===== src/rtl/addr_ptr_pkg.sv =====
package addr_ptr_pkg;
  localparam int ADDR_W = 8;

  typedef enum logic [1:0] {
    TGT_REG = 2'd0,
    TGT_CFG = 2'd1,
    TGT_USR = 2'd2
  } tgt_e;

  // an address is legal for a target when it fits that target's space
  function automatic logic addr_legal(tgt_e t, logic [ADDR_W-1:0] a,
                                      logic [ADDR_W-1:0] last);
    return (t == TGT_USR) ? 1'b1 : (a <= last);
  endfunction

  // configuration space saturates at its last address, user space wraps
  function automatic logic [ADDR_W-1:0] addr_advance(tgt_e t, logic [ADDR_W-1:0] a,
                                                     logic [ADDR_W-1:0] last);
    if (t == TGT_USR) return a + 1'b1;
    return (a >= last) ? last : a + 1'b1;
  endfunction
endpackage


===== src/rtl/ptr_decode.sv =====
module ptr_decode
  import addr_ptr_pkg::*;
#(
  parameter logic [ADDR_W-1:0] CFG_LAST  = 8'h45,
  parameter logic [ADDR_W-1:0] CMD_CFG   = 8'h80,
  parameter logic [ADDR_W-1:0] CMD_USR_A = 8'h81,
  parameter logic [ADDR_W-1:0] CMD_USR_B = 8'h82
) (
  input  logic              cmd_stb,
  input  logic [ADDR_W-1:0] cmd_code,
  input  logic              data_stb,
  input  logic [ADDR_W-1:0] data_byte,
  input  logic              arm_vld,
  input  tgt_e              arm_tgt,
  output logic              load_en,
  output tgt_e              load_tgt,
  output logic [ADDR_W-1:0] load_addr,
  output logic              arm_set,
  output tgt_e              arm_set_tgt,
  output logic              arm_clr,
  output logic              accept,
  output logic              reject
);
  logic is_direct, is_cfg, is_usr;
  assign is_direct = (cmd_code <= CFG_LAST);
  assign is_cfg    = (cmd_code == CMD_CFG);
  assign is_usr    = (cmd_code == CMD_USR_A) || (cmd_code == CMD_USR_B);

  always_comb begin
    load_en     = 1'b0;
    load_tgt    = TGT_REG;
    load_addr   = '0;
    arm_set     = 1'b0;
    arm_set_tgt = TGT_CFG;
    arm_clr     = 1'b0;
    accept      = 1'b0;
    reject      = 1'b0;
    if (cmd_stb) begin
      if (is_direct) begin
        load_en   = 1'b1;
        load_tgt  = TGT_REG;
        load_addr = cmd_code;
        accept    = 1'b1;
        arm_clr   = 1'b1;
      end else if (is_cfg || is_usr) begin
        arm_set     = 1'b1;
        arm_set_tgt = is_cfg ? TGT_CFG : TGT_USR;
        accept      = 1'b1;
      end else begin
        reject  = 1'b1;
        arm_clr = 1'b1;
      end
    end else if (data_stb) begin
      arm_clr = 1'b1;
      if (arm_vld && addr_legal(arm_tgt, data_byte, CFG_LAST)) begin
        load_en   = 1'b1;
        load_tgt  = arm_tgt;
        load_addr = data_byte;
        accept    = 1'b1;
      end else begin
        reject = 1'b1;
      end
    end
  end
endmodule


===== src/rtl/ptr_arm.sv =====
module ptr_arm
  import addr_ptr_pkg::*;
(
  input  logic clk,
  input  logic rst_n,
  input  logic arm_set,
  input  tgt_e arm_set_tgt,
  input  logic arm_clr,
  output logic arm_vld,
  output tgt_e arm_tgt
);
  always_ff @(posedge clk) begin
    if (!rst_n) begin
      arm_vld <= 1'b0;
      arm_tgt <= TGT_CFG;
    end else if (arm_set) begin
      arm_vld <= 1'b1;
      arm_tgt <= arm_set_tgt;
    end else if (arm_clr) begin
      arm_vld <= 1'b0;
    end
  end

  // an armed target is always a memory, never the register bank
  a_r3_arm_is_memory: assert property (@(posedge clk) disable iff (!rst_n)
    arm_vld |-> (arm_tgt != TGT_REG));
endmodule


===== src/rtl/ptr_step.sv =====
module ptr_step
  import addr_ptr_pkg::*;
#(
  parameter logic [ADDR_W-1:0] CFG_LAST = 8'h45
) (
  input  logic              clk,
  input  logic              rst_n,
  input  logic              load_en,
  input  tgt_e              load_tgt,
  input  logic [ADDR_W-1:0] load_addr,
  input  logic              inc_en,
  output tgt_e              cur_tgt,
  output logic [ADDR_W-1:0] cur_addr
);
  localparam logic [ADDR_W-1:0] ADDR_MAX = {ADDR_W{1'b1}};

  always_ff @(posedge clk) begin
    if (!rst_n) begin
      cur_tgt  <= TGT_REG;
      cur_addr <= '0;
    end else if (load_en) begin
      cur_tgt  <= load_tgt;
      cur_addr <= load_addr;
    end else if (inc_en) begin
      cur_addr <= addr_advance(cur_tgt, cur_addr, CFG_LAST);
    end
  end

  a_r1_tgt_code: assert property (@(posedge clk) disable iff (!rst_n)
    cur_tgt != 2'd3);
  a_r6_cfg_bound: assert property (@(posedge clk) disable iff (!rst_n)
    (cur_tgt != TGT_USR) |-> (cur_addr <= CFG_LAST));
  a_r6_cfg_saturate: assert property (@(posedge clk) disable iff (!rst_n)
    (inc_en && !load_en && cur_tgt != TGT_USR && cur_addr == CFG_LAST)
      |=> (cur_addr == CFG_LAST));
  a_r7_usr_wrap: assert property (@(posedge clk) disable iff (!rst_n)
    (inc_en && !load_en && cur_tgt == TGT_USR && cur_addr == ADDR_MAX)
      |=> (cur_addr == '0));
endmodule


===== src/rtl/addr_ptr_unit.sv =====
module addr_ptr_unit
  import addr_ptr_pkg::*;
#(
  parameter logic [7:0] CFG_LAST  = 8'h45,
  parameter logic [7:0] CMD_CFG   = 8'h80,
  parameter logic [7:0] CMD_USR_A = 8'h81,
  parameter logic [7:0] CMD_USR_B = 8'h82
) (
  input  logic       clk,
  input  logic       rst_n,
  input  logic       cmd_stb,
  input  logic [7:0] cmd_code,
  input  logic       data_stb,
  input  logic [7:0] data_byte,
  input  logic       inc,
  output logic [1:0] tgt,
  output logic [7:0] addr,
  output logic       ack,
  output logic       nack
);
  logic              load_en, arm_set, arm_clr, accept, reject, arm_vld;
  tgt_e              load_tgt, arm_set_tgt, arm_tgt, cur_tgt;
  logic [ADDR_W-1:0] load_addr, cur_addr;
  logic              any_stb, inc_en;

  // any preset strobe suppresses an increment in the same cycle
  assign any_stb = cmd_stb | data_stb;
  assign inc_en  = inc & ~any_stb;

  ptr_decode #(
    .CFG_LAST(CFG_LAST), .CMD_CFG(CMD_CFG),
    .CMD_USR_A(CMD_USR_A), .CMD_USR_B(CMD_USR_B)
  ) u_decode (
    .cmd_stb(cmd_stb), .cmd_code(cmd_code),
    .data_stb(data_stb), .data_byte(data_byte),
    .arm_vld(arm_vld), .arm_tgt(arm_tgt),
    .load_en(load_en), .load_tgt(load_tgt), .load_addr(load_addr),
    .arm_set(arm_set), .arm_set_tgt(arm_set_tgt), .arm_clr(arm_clr),
    .accept(accept), .reject(reject)
  );

  ptr_arm u_arm (
    .clk(clk), .rst_n(rst_n),
    .arm_set(arm_set), .arm_set_tgt(arm_set_tgt), .arm_clr(arm_clr),
    .arm_vld(arm_vld), .arm_tgt(arm_tgt)
  );

  ptr_step #(.CFG_LAST(CFG_LAST)) u_step (
    .clk(clk), .rst_n(rst_n),
    .load_en(load_en), .load_tgt(load_tgt), .load_addr(load_addr),
    .inc_en(inc_en),
    .cur_tgt(cur_tgt), .cur_addr(cur_addr)
  );

  always_ff @(posedge clk) begin
    if (!rst_n) begin
      ack  <= 1'b0;
      nack <= 1'b0;
    end else begin
      ack  <= accept;
      nack <= reject;
    end
  end

  assign tgt  = cur_tgt;
  assign addr = cur_addr;

  a_r2_ack_nack_excl: assert property (@(posedge clk) disable iff (!rst_n)
    !(ack && nack));
  a_r5_nack_holds: assert property (@(posedge clk) disable iff (!rst_n)
    nack |-> ($stable(tgt) && $stable(addr)));
  a_r8_no_response_without_strobe: assert property (@(posedge clk) disable iff (!rst_n)
    !any_stb |=> !(ack || nack));
endmodule


===== config.mk =====
export PLATFORM = sky130hd
export DESIGN_NAME = addr_ptr_unit
export DESIGN_NICKNAME = d
export VERILOG_FILES = /design/src/rtl/addr_ptr_pkg.sv /design/src/rtl/ptr_decode.sv /design/src/rtl/ptr_arm.sv /design/src/rtl/ptr_step.sv /design/src/rtl/addr_ptr_unit.sv
export SDC_FILE = /design/constraint.sdc
export NUM_CORES = 1
export LEC_CHECK = 0
export BUFFER_PORTS_ARGS = -buffer_cell sky130_fd_sc_hd__buf_2
export CAP_MARGIN = 5
export CORE_MARGIN = 2
export CORE_UTILIZATION = 30
export DETAILED_ROUTE_END_ITERATION = 10
export GPL_TIMING_DRIVEN = 0
export PLACE_DENSITY = 0.65
export SLEW_MARGIN = 10
export SYNTH_ARGS = -nofsm -noshare
export SYNTH_HDL_FRONTEND = slang
export SYNTH_SLANG_ARGS = --single-unit
export TNS_END_PERCENT = 100

===== constraint.sdc =====
create_clock -name clk -period 1.5 [get_ports clk]
set_clock_uncertainty 0.1 [all_clocks]
set_input_delay 0.225 -clock clk [delete_from_list [all_inputs] [get_ports clk]]
set_output_delay 0.225 -clock clk [all_outputs]
set_load 0.01 [all_outputs]

==> run_results.csv, run 1 <==
group,metric,value,unit
clocking,htree_levels,1,
timing,drv_slew,0,
yosys,synth_flop_cell,"dfxtp_1",
yosys,async_reset_ff_share,0,%
yosys,avgSynthCellArea,7.83,um^2
yosys,ys_seq_area_share,32.2,%
setup_path,start_kind,"flop",
die,die_w,59.7,um
setup_path,crit_path_cell_trace,"buf_4 > ha_1 > and3_4 > nand3_1 > xnor2_1 > o21ai_1 > a31oi_1",
setup_path,critical_path.max_stage_delay,0.36,ns
finish,area.growth.synth_to_final,45.6,%
clocking,cts_sinks,15,
route,first_pass_iters,4,
setup_path,crit_type,"flop to flop",
setup_path,required,1.57,ns
yosys,synth-seq-cells,15,
setup_path,cp_max_fo,3,
clocking,cts_root_buffer,"clkbuf_4",
die,die_area,3570,um^2
grt,grt_pass1_wl,4.75,mm
yosys,synth_edf_count,0,
route,vias_per_cell,5.57,
die,coreArea,3000,um^2
yosys,synthCells,119,
die,start_util,31.0,%
placement,place_ws,-0.220,ns
grt,antenna_found_initial,0,
timing,slew_headroom,75.5,%
status,status,"complete, but fails checks",
finish,layout_commonest_cell,"buf_2",
run,max_cap_violations,0,
yosys,yosysWarnings,0,
setup_path,crit_slowest_cell,"dfxtp_4",
route,drc,0,
route,drtIter0Drc,73,
placement,portBuffers,32,
finish,nFillCells,312,
power,finalPower,0.864,mW
route,drt_wl_total,2.98,mm
placement,dp_hpwl,2.12,mm
clocking,cts_tree,"built",
setup_path,endpoint_kind,"flop",
power,p_leak,0.537,nW
yosys,ys_types,40,
clocking,clk_pin_slew_worst_paths,0.09,ns
placement,globalplace.congestion,0.802,
grt,grt_max_degree,11,
timing,tightest_slew,0.365,ns
min_path,hp-class,"input pin to flop",
finish,nets,189,
timing,max_freq,646,MHz
finish,antenna_cells,0,
timing,setup-violations-final,6,
clocking,clk_latency,0.28,ns
route,routedWlPerCell,15.1,um
grt,gr-usage-all-layers,17.4,%
clocking,cts_buffers,3,
die,io_pins,33,
timing,final.period_utilization,103,%
timing,rsz0062_at_grt,"true",
timing,fin_ws,-0.0478,ns
clocking,cts_max_path_buffers,2,
setup_path,arrival,1.62,ns
grt,grt_pass1_vias,1064,
finish,drive_gt1_share,41.5,%
timing,period_needed,1.55,ns
timing,finalHoldViolCount,0,
timing,hold_slack,0.125,ns
power,vdd_drop_max,0.000397,V
status,violations,"negative setup slack",
finish,layout_common_cells,"buf_2, nand2_1, a21oi_1, dfxtp_1",
route,vias,1097,
yosys,synth_nets,143,
die,die_y,59.7,um
route,ant_nets,0,
grt,globalRoute.totalOverflow,0,
power,powerDensity,636,nW/um^2
die,row_count,20,
yosys,synth_area,932,um^2
[worst paths after layout]
path	from	end	slack (ns)	cells after the start
setup reg to reg	u_step.cur_addr[1]	u_step.cur_addr[6]	-0.05	7
hold / removal	cmd_code[3]	u_step.cur_addr[3]	0.13	3
hold reg to reg	u_arm.arm_tgt[1]	u_arm.arm_tgt[1]	0.37	2
setup / recovery	u_step.cur_addr[1]	u_step.cur_addr[6]	-0.05	7
[final cells by class]
class	count	area, um^2	share of cell area, %
Timing Repair Buffer	40	220	16.2
Buffer	1	7.51	0.553
Tap cell	33	41.3	3.04
Sequential cell	15	310	22.9
Multi-Input combinational cell	97	722	53.2
Clock inverter	1	5.00	0.369
Clock buffer	3	22.5	1.66
Inverter	7	28.8	2.12
[registers in the layout, indices dropped and copies added (netlist names)]
register,count
u_arm.arm_vld,1
u_arm.arm_tgt,2
u_step.cur_tgt,2
nack,1
u_step.cur_addr,8
ack,1
[per-stage QoR]
step	TNS, ns	util (%)	cells	cell area (um^2)
3_3_place_gp	-1.41	38.3	184	1150
5_1_grt	-0.674	45.2	197	1360
4_1_cts	-0.0518	43.9	197	1320
3_5_place_dp	-1.65	38.3	184	1150
6_report	-0.215	45.2	197	1360
2_1_floorplan	0	-	119	950
[report_power, final]
group | switching [mW] | internal [mW]
registers | 0.0193 | 0.411
logic | 0.107 | 0.0928
clock network | 0.135 | 0.0990
total | 0.262 | 0.602
[cell families after synthesis]
| kind of cell | synth area share [%] |
|---|---|
| XOR/XNOR | 3.76 |
| buffers and inverters | 3.35 |
| adder cells (fa/ha/maj) | 4.03 |
| multiplexers | 1.21 |
| flip-flops | 32.2 |
| AO/OA/AOI/OAI | 31.0 |
| AND/OR/NAND/NOR | 24.4 |
[routing by layer]
layer  vias up  global-route usage (%)  share of wire (%)
met5         -                       0                  0
met4         0                    2.86               0.60
met3         2                    3.90                7.1
met2        46                    32.1                 53
met1       508                    20.4                 39
li1        541                       -                  -
[cells in the mapped netlist, types with 3 or more instances]
cell      n  share of area, %
a21oi_1  13               7.0
a22oi_1   5               4.0
dfxtp_1  15                32
ha_1      3               4.0
inv_1     6               2.4
nand2_1  12               4.8
nand3_1   9               4.8
nor2_1    7               2.8
nor2b_1   3               2.0
nor3_1    4               2.1
o21ai_0   5               2.7
xnor2_1   3               2.8
[repair_timing]
item	in CTS	in global routing
resized for setup	16	9
cloned	1	0
setup endpoints to repair	8	10
endpoints found under the hold margin	0	0
pin swaps	9	5
hold buffers	0	0
setup buffers	8	0
[critical path, delay by kind of cell, from the launching register on]
family | cells | cell delay [ns]
flip-flops | 1 | 0.36
AND/OR/NAND/NOR | 2 | 0.30
AO/OA/AOI/OAI | 2 | 0.24
adder cells (fa/ha/maj) | 1 | 0.18
XOR/XNOR | 1 | 0.14
buffers and inverters | 1 | 0.10
No activity file was read; power rests on OpenSTA's default activity.
==> inputs of run 2 (changes only) <==
==> constraint.sdc (replaced) <==
create_clock -name clk -period 1.5 [get_ports clk]
set_clock_uncertainty 0.1 [all_clocks]
set_input_delay 0.3 -clock clk [delete_from_list [all_inputs] [get_ports clk]]
set_output_delay 0.3 -clock clk [all_outputs]
set_load 0.01 [all_outputs]
==> run_results.csv, run 2 (synthesized netlist as in run 1, its figures left out) <==
group,metric,value,unit
finish,drive_gt1_share,41.5,%
route,routedWlPerCell,15.1,um
power,powerDensity,636,nW/um^2
timing,finalHoldViolCount,0,
route,wl_met3,215,um
setup_path,timing.rr.start,"u_step.cur_addr[1]",
power,p_clk_share,27.0,%
min_path,hp-class,"input pin to flop",
timing,slew_headroom,75.5,%
clocking,cts_tree,"built",
clocking,cts_root_buffer,"clkbuf_4",
finish,final_core_util,45.2,%
status,violations,"negative setup slack",
finish,largest_reg_flops,8,
setup_path,required,1.57,ns
finish,area.growth.synth_to_final,45.6,%
route,drt_wl_total,2.98,mm
die,io_pins,33,
grt,globalRoute.totalOverflow,0,
timing,tightest_slew,0.365,ns
route,ant_nets,0,
clocking,clk_pin_slew_worst_paths,0.09,ns
clocking,cts_max_path_buffers,2,
finish,fin_area,1360,um^2
clocking,htree_levels,1,
clocking,cts_sinks,15,
setup_path,r2r_cells,7,
power,pwr-share-comb,23.2,%
setup_path,reg2reg_to,"u_step.cur_addr[6]",
min_path,whs_path_depth,3,
timing,period_needed,1.55,ns
power,finalPower,0.863,mW
die,die_y,59.7,um
setup_path,critical_path.max_stage_delay,0.36,ns
setup_path,crit_path_cell_trace,"buf_4 > ha_1 > and3_4 > nand3_1 > xnor2_1 > o21ai_1 > a31oi_1",
run,max_cap_violations,0,
min_path,min_to,"u_step.cur_addr[3]",
power,sw_frac_of_total,30.2,%
finish,antenna_cells,0,
placement,dp_hpwl,2.12,mm
die,coreArea,3000,um^2
finish,layout_common_cells,"buf_2, nand2_1, a21oi_1, dfxtp_1",
grt,grt_pass1_vias,1064,
finish,layout_commonest_cell,"buf_2",
timing,drv_slew,0,
timing,max_freq,646,MHz
power,power_frac_seq,49.8,%
clocking,clk_latency,0.28,ns
die,die_w,59.7,um
route,drtIter0Drc,65,
power,p_leak,0.537,nW
die,start_util,31.0,%
setup_path,crit_type,"flop to flop",
grt,gr-usage-all-layers,17.4,%
power,switchingPower,0.261,mW
die,die_area,3570,um^2
setup_path,crit_slowest_cell,"dfxtp_4",
min_path,timing.hold.worst.start,"cmd_code[3]",
timing,setup-violations-final,6,
timing,final.period_utilization,103,%
timing,fin_tns_setup,-0.216,ns
finish,largest_registers,"u_step.cur_addr x8, u_arm.arm_tgt x2, u_step.cur_tgt x2",
finish,regMostFlops,"u_step.cur_addr",
route,vias_per_cell,5.57,
power,p_int,0.602,mW
grt,antenna_found_initial,0,
placement,portBuffers,32,
route,wl_met2,1.58,mm
setup_path,cp_max_fo,3,
route,drc,0,
placement,place_area,1150,um^2
route,met1_length,1.16,mm
setup_path,endpoint_kind,"flop",
clocking,cts_buffers,3,
route,first_pass_iters,4,
power,vdd_drop_max,0.000395,V
timing,rsz0062_at_grt,"true",
route,vias,1097,
grt,grt_pass1_wl,4.75,mm
finish,nets,189,
status,status,"complete, but fails checks",
setup_path,arrival,1.62,ns
grt,grt_max_degree,11,
route,maxUsedRoutingLayer,"met4",
setup_path,start_kind,"flop",
placement,globalplace.congestion,0.802,
timing,fin_ws,-0.0478,ns
die,row_count,20,
setup_path,r2r_setup_slack,-0.05,ns
## run 2: repair_timing
action / CTS / global route
hold endpoints to repair: 0 / 0
cloned: 1 / 0
buffers inserted: 8 / 0
hold buffers: 0 / 0
endpoints found under the setup margin: 8 / 10
gates resized for setup: 16 / 9
pin swaps: 9 / 5
## run 2: worst max path at each step
stage	slack (ns)	depth (start not counted)	endpoint	start
after global placement	-0.26	6	u_step.cur_addr[5]	data_byte[3]
after CTS	-0.04	7	u_step.cur_addr[1]	u_step.cur_addr[0]
after global routing	-0.11	7	u_step.cur_addr[1]	u_step.cur_addr[0]
after floorplan	0.003	7	u_step.cur_addr[1]	u_step.cur_addr[0]
after detailed placement	-0.29	6	u_step.cur_addr[5]	data_byte[3]
final	-0.05	7	u_step.cur_addr[6]	u_step.cur_addr[1]
## run 2: final cells by class
| cell class | count | area (um^2) |
|---|---|---|
| multi-input cells | 97 | 722 |
| plain buffers | 1 | 7.51 |
| flip-flops and latches | 15 | 310 |
| clock buffers | 3 | 22.5 |
| well taps | 33 | 41.3 |
| clock inverters | 1 | 5.00 |
| fillers | 312 | 1650 |
| inverters | 7 | 28.8 |
| repair buffers | 40 | 220 |
## run 2: worst max-delay path: cells and delay by family, from the launching register on
family / cells / cell delay [ns]
AOI/OAI and AO/OA: 2 / 0.24
xor gates and xnor gates: 1 / 0.14
adders and majority gates: 1 / 0.18
buffers and inverters: 1 / 0.10
DFF: 1 / 0.36
and+or+nand+nor: 2 / 0.30
## run 2: power by group through the flow
stage / clock, mW / combinational, mW / sequential [mW]
after floorplan: 0 / 0.0738 / 0.440
final: 0.233 / 0.200 / 0.430
after CTS: 0.237 / 0.188 / 0.427
after global placement: 0 / 0.152 / 0.435
after global routing: 0.258 / 0.216 / 0.433
after detailed placement: 0 / 0.153 / 0.436
## run 2: through the flow
stage | setup WS, ns | hold WS, ns | std cells
2_1_floorplan | 0.00341 | 0.318 | 119
3_3_place_gp | -0.261 | 0.350 | 184
3_5_place_dp | -0.295 | 0.361 | 184
4_1_cts | -0.0415 | 0.199 | 197
5_1_grt | -0.106 | 0.210 | 197
6_report | -0.0478 | 0.201 | 197
## run 2: per-layer routing
| metal | vias to the layer above | track usage, % |
|---|---|---|
| li1 | 541 | - |
| met1 | 506 | 20.4 |
| met2 | 48 | 32.1 |
| met3 | 2 | 3.90 |
| met4 | 0 | 2.86 |
| met5 | - | 0 |
==> inputs of run 3 (changes only) <==
RECOVER_POWER = 50   (was unset)
==> run_results.csv, run 3 (synthesized netlist as in run 1, its figures left out) <==
group,metric,value,unit
placement,portBuffers,32,
placement,place_ws,-0.295,ns
timing,rsz0062_at_grt,"true",
timing,setup-violations-final,6,
finish,nets,189,
die,coreArea,3000,um^2
placement,place_area,1150,um^2
finish,largest_reg_flops,8,
timing,tightest_slew,0.356,ns
route,vias_per_cell,5.56,
placement,dp_hpwl,2.12,mm
clocking,cts_tree,"built",
setup_path,cp_max_fo,3,
clocking,cts_sinks,15,
power,finalPower,0.862,mW
clocking,clk_latency,0.28,ns
die,die_y,59.7,um
die,start_util,31.0,%
die,die_area,3570,um^2
finish,largest_registers,"u_step.cur_addr x8, u_arm.arm_tgt x2, u_step.cur_tgt x2",
clocking,cts_root_buffer,"clkbuf_4",
clocking,clk_pin_slew_worst_paths,0.09,ns
clocking,cts_buffers,3,
finish,nFillCells,312,
setup_path,crit_slowest_cell,"dfxtp_4",
timing,period_needed,1.55,ns
route,drt_wl_total,2.98,mm
grt,gr-usage-all-layers,17.4,%
finish,layout_common_cells,"buf_2, nand2_1, a21oi_1, dfxtp_1",
setup_path,critical_path.max_stage_delay,0.36,ns
die,die_w,59.7,um
timing,fin_ws,-0.0499,ns
grt,globalRoute.totalOverflow,0,
route,routedWlPerCell,15.1,um
die,io_pins,33,
status,violations,"negative setup slack",
setup_path,arrival,1.63,ns
finish,antenna_cells,0,
clocking,htree_levels,1,
finish,area.growth.synth_to_final,44.8,%
status,status,"complete, but fails checks",
min_path,hp-class,"input pin to flop",
setup_path,r2r_setup_slack,-0.05,ns
setup_path,crit_type,"flop to flop",
route,drtIter0Drc,64,
timing,drv_slew,0,
power,powerDensity,638,nW/um^2
finish,fin_area,1350,um^2
power,p_leak,0.515,nW
route,drc,0,
setup_path,cp_num_buf_inv,1,
route,vias,1096,
grt,grt_pass1_wl,4.75,mm
grt,grt_max_degree,11,
finish,layout_commonest_cell,"buf_2",
setup_path,required,1.58,ns
placement,globalplace.congestion,0.802,
die,row_count,20,
timing,final.period_utilization,103,%
clocking,cts_max_path_buffers,2,
finish,regMostFlops,"u_step.cur_addr",
finish,drive_gt1_share,37.8,%
setup_path,crit_path_cell_trace,"buf_4 > ha_1 > and3_4 > nand3_1 > xnor2_1 > o21ai_1 > a31oi_1",
route,ant_nets,0,
run,max_cap_violations,0,
timing,slew_headroom,76.1,%
power,vdd_drop_max,0.000390,V
timing,max_freq,645,MHz
setup_path,start_kind,"flop",
timing,finalHoldViolCount,0,
setup_path,endpoint_kind,"flop",
route,first_pass_iters,4,
setup_path,critical_path.top_delay_family,"flip-flops",
grt,antenna_found_initial,0,
grt,grt_pass1_vias,1064,
## run 3: cell count changes in the layout (fill, tap and decap cells not counted), sizes merged
cell | before | now
buf | 41 | 35
clkbuf | 3 | 9
## run 3: worst paths after layout
path,start,end,cells past startpoint
setup / recovery,u_step.cur_addr[1],u_step.cur_addr[6],7
hold / removal,cmd_code[3],u_step.cur_addr[3],3
setup reg to reg,u_step.cur_addr[1],u_step.cur_addr[6],7
hold reg to reg,u_arm.arm_tgt[1],u_arm.arm_tgt[1],2
## run 3: layout make-up
cell class	count	area (um^2)	share of cell area [%]
sequential	15	310	23.0
clock buffer	3	22.5	1.67
clock inverter	1	5.00	0.371
inverter	7	28.8	2.13
buffer	1	7.51	0.556
timing repair buffer	40	213	15.8
tap	33	41.3	3.06
multi-input combinational	97	722	53.5
## run 3: per-stage QoR
stage	setup TNS [ns]	hold WS (ns)	instances	utilization [%]
detailed placement	-2.67	0.361	184	38.3
global route	-0.674	0.210	197	45.0
global placement	-2.38	0.350	184	38.3
floorplan	0	0.318	119	-
CTS	-0.0518	0.199	197	43.9
finish	-0.231	0.201	197	45.0
## run 3: repair_timing
action                     4_1_cts  5_1_grt
setup endpoints to repair        8       10
hold buffers                     0        0
gates cloned                     1        0
gates resized for setup         16        9
pin swaps                        9        5
buffers inserted                 8        0
## run 3: tightest hold or removal path, stage by stage
cell     delay, ns
buf_2         0.11
nand2_1       0.06
a31oi_1       0.07
## run 3: report_power, final
part | switching (mW) | internal (mW)
clock | 0.134 | 0.0990
combinational | 0.107 | 0.0912
sequential | 0.0195 | 0.411
total | 0.261 | 0.601
## run 3: per-layer routing
metal | track usage (%) | share of wire (%) | wire [um] | up-vias
li1 | - | - | - | 540
met1 | 20.4 | 38 | 1150 | 509
met3 | 3.90 | 7.6 | 226 | 2
met2 | 32.1 | 54 | 1590 | 45
met5 | 0 | 0 | 0 | -
met4 | 2.86 | 0.34 | 10 | 0
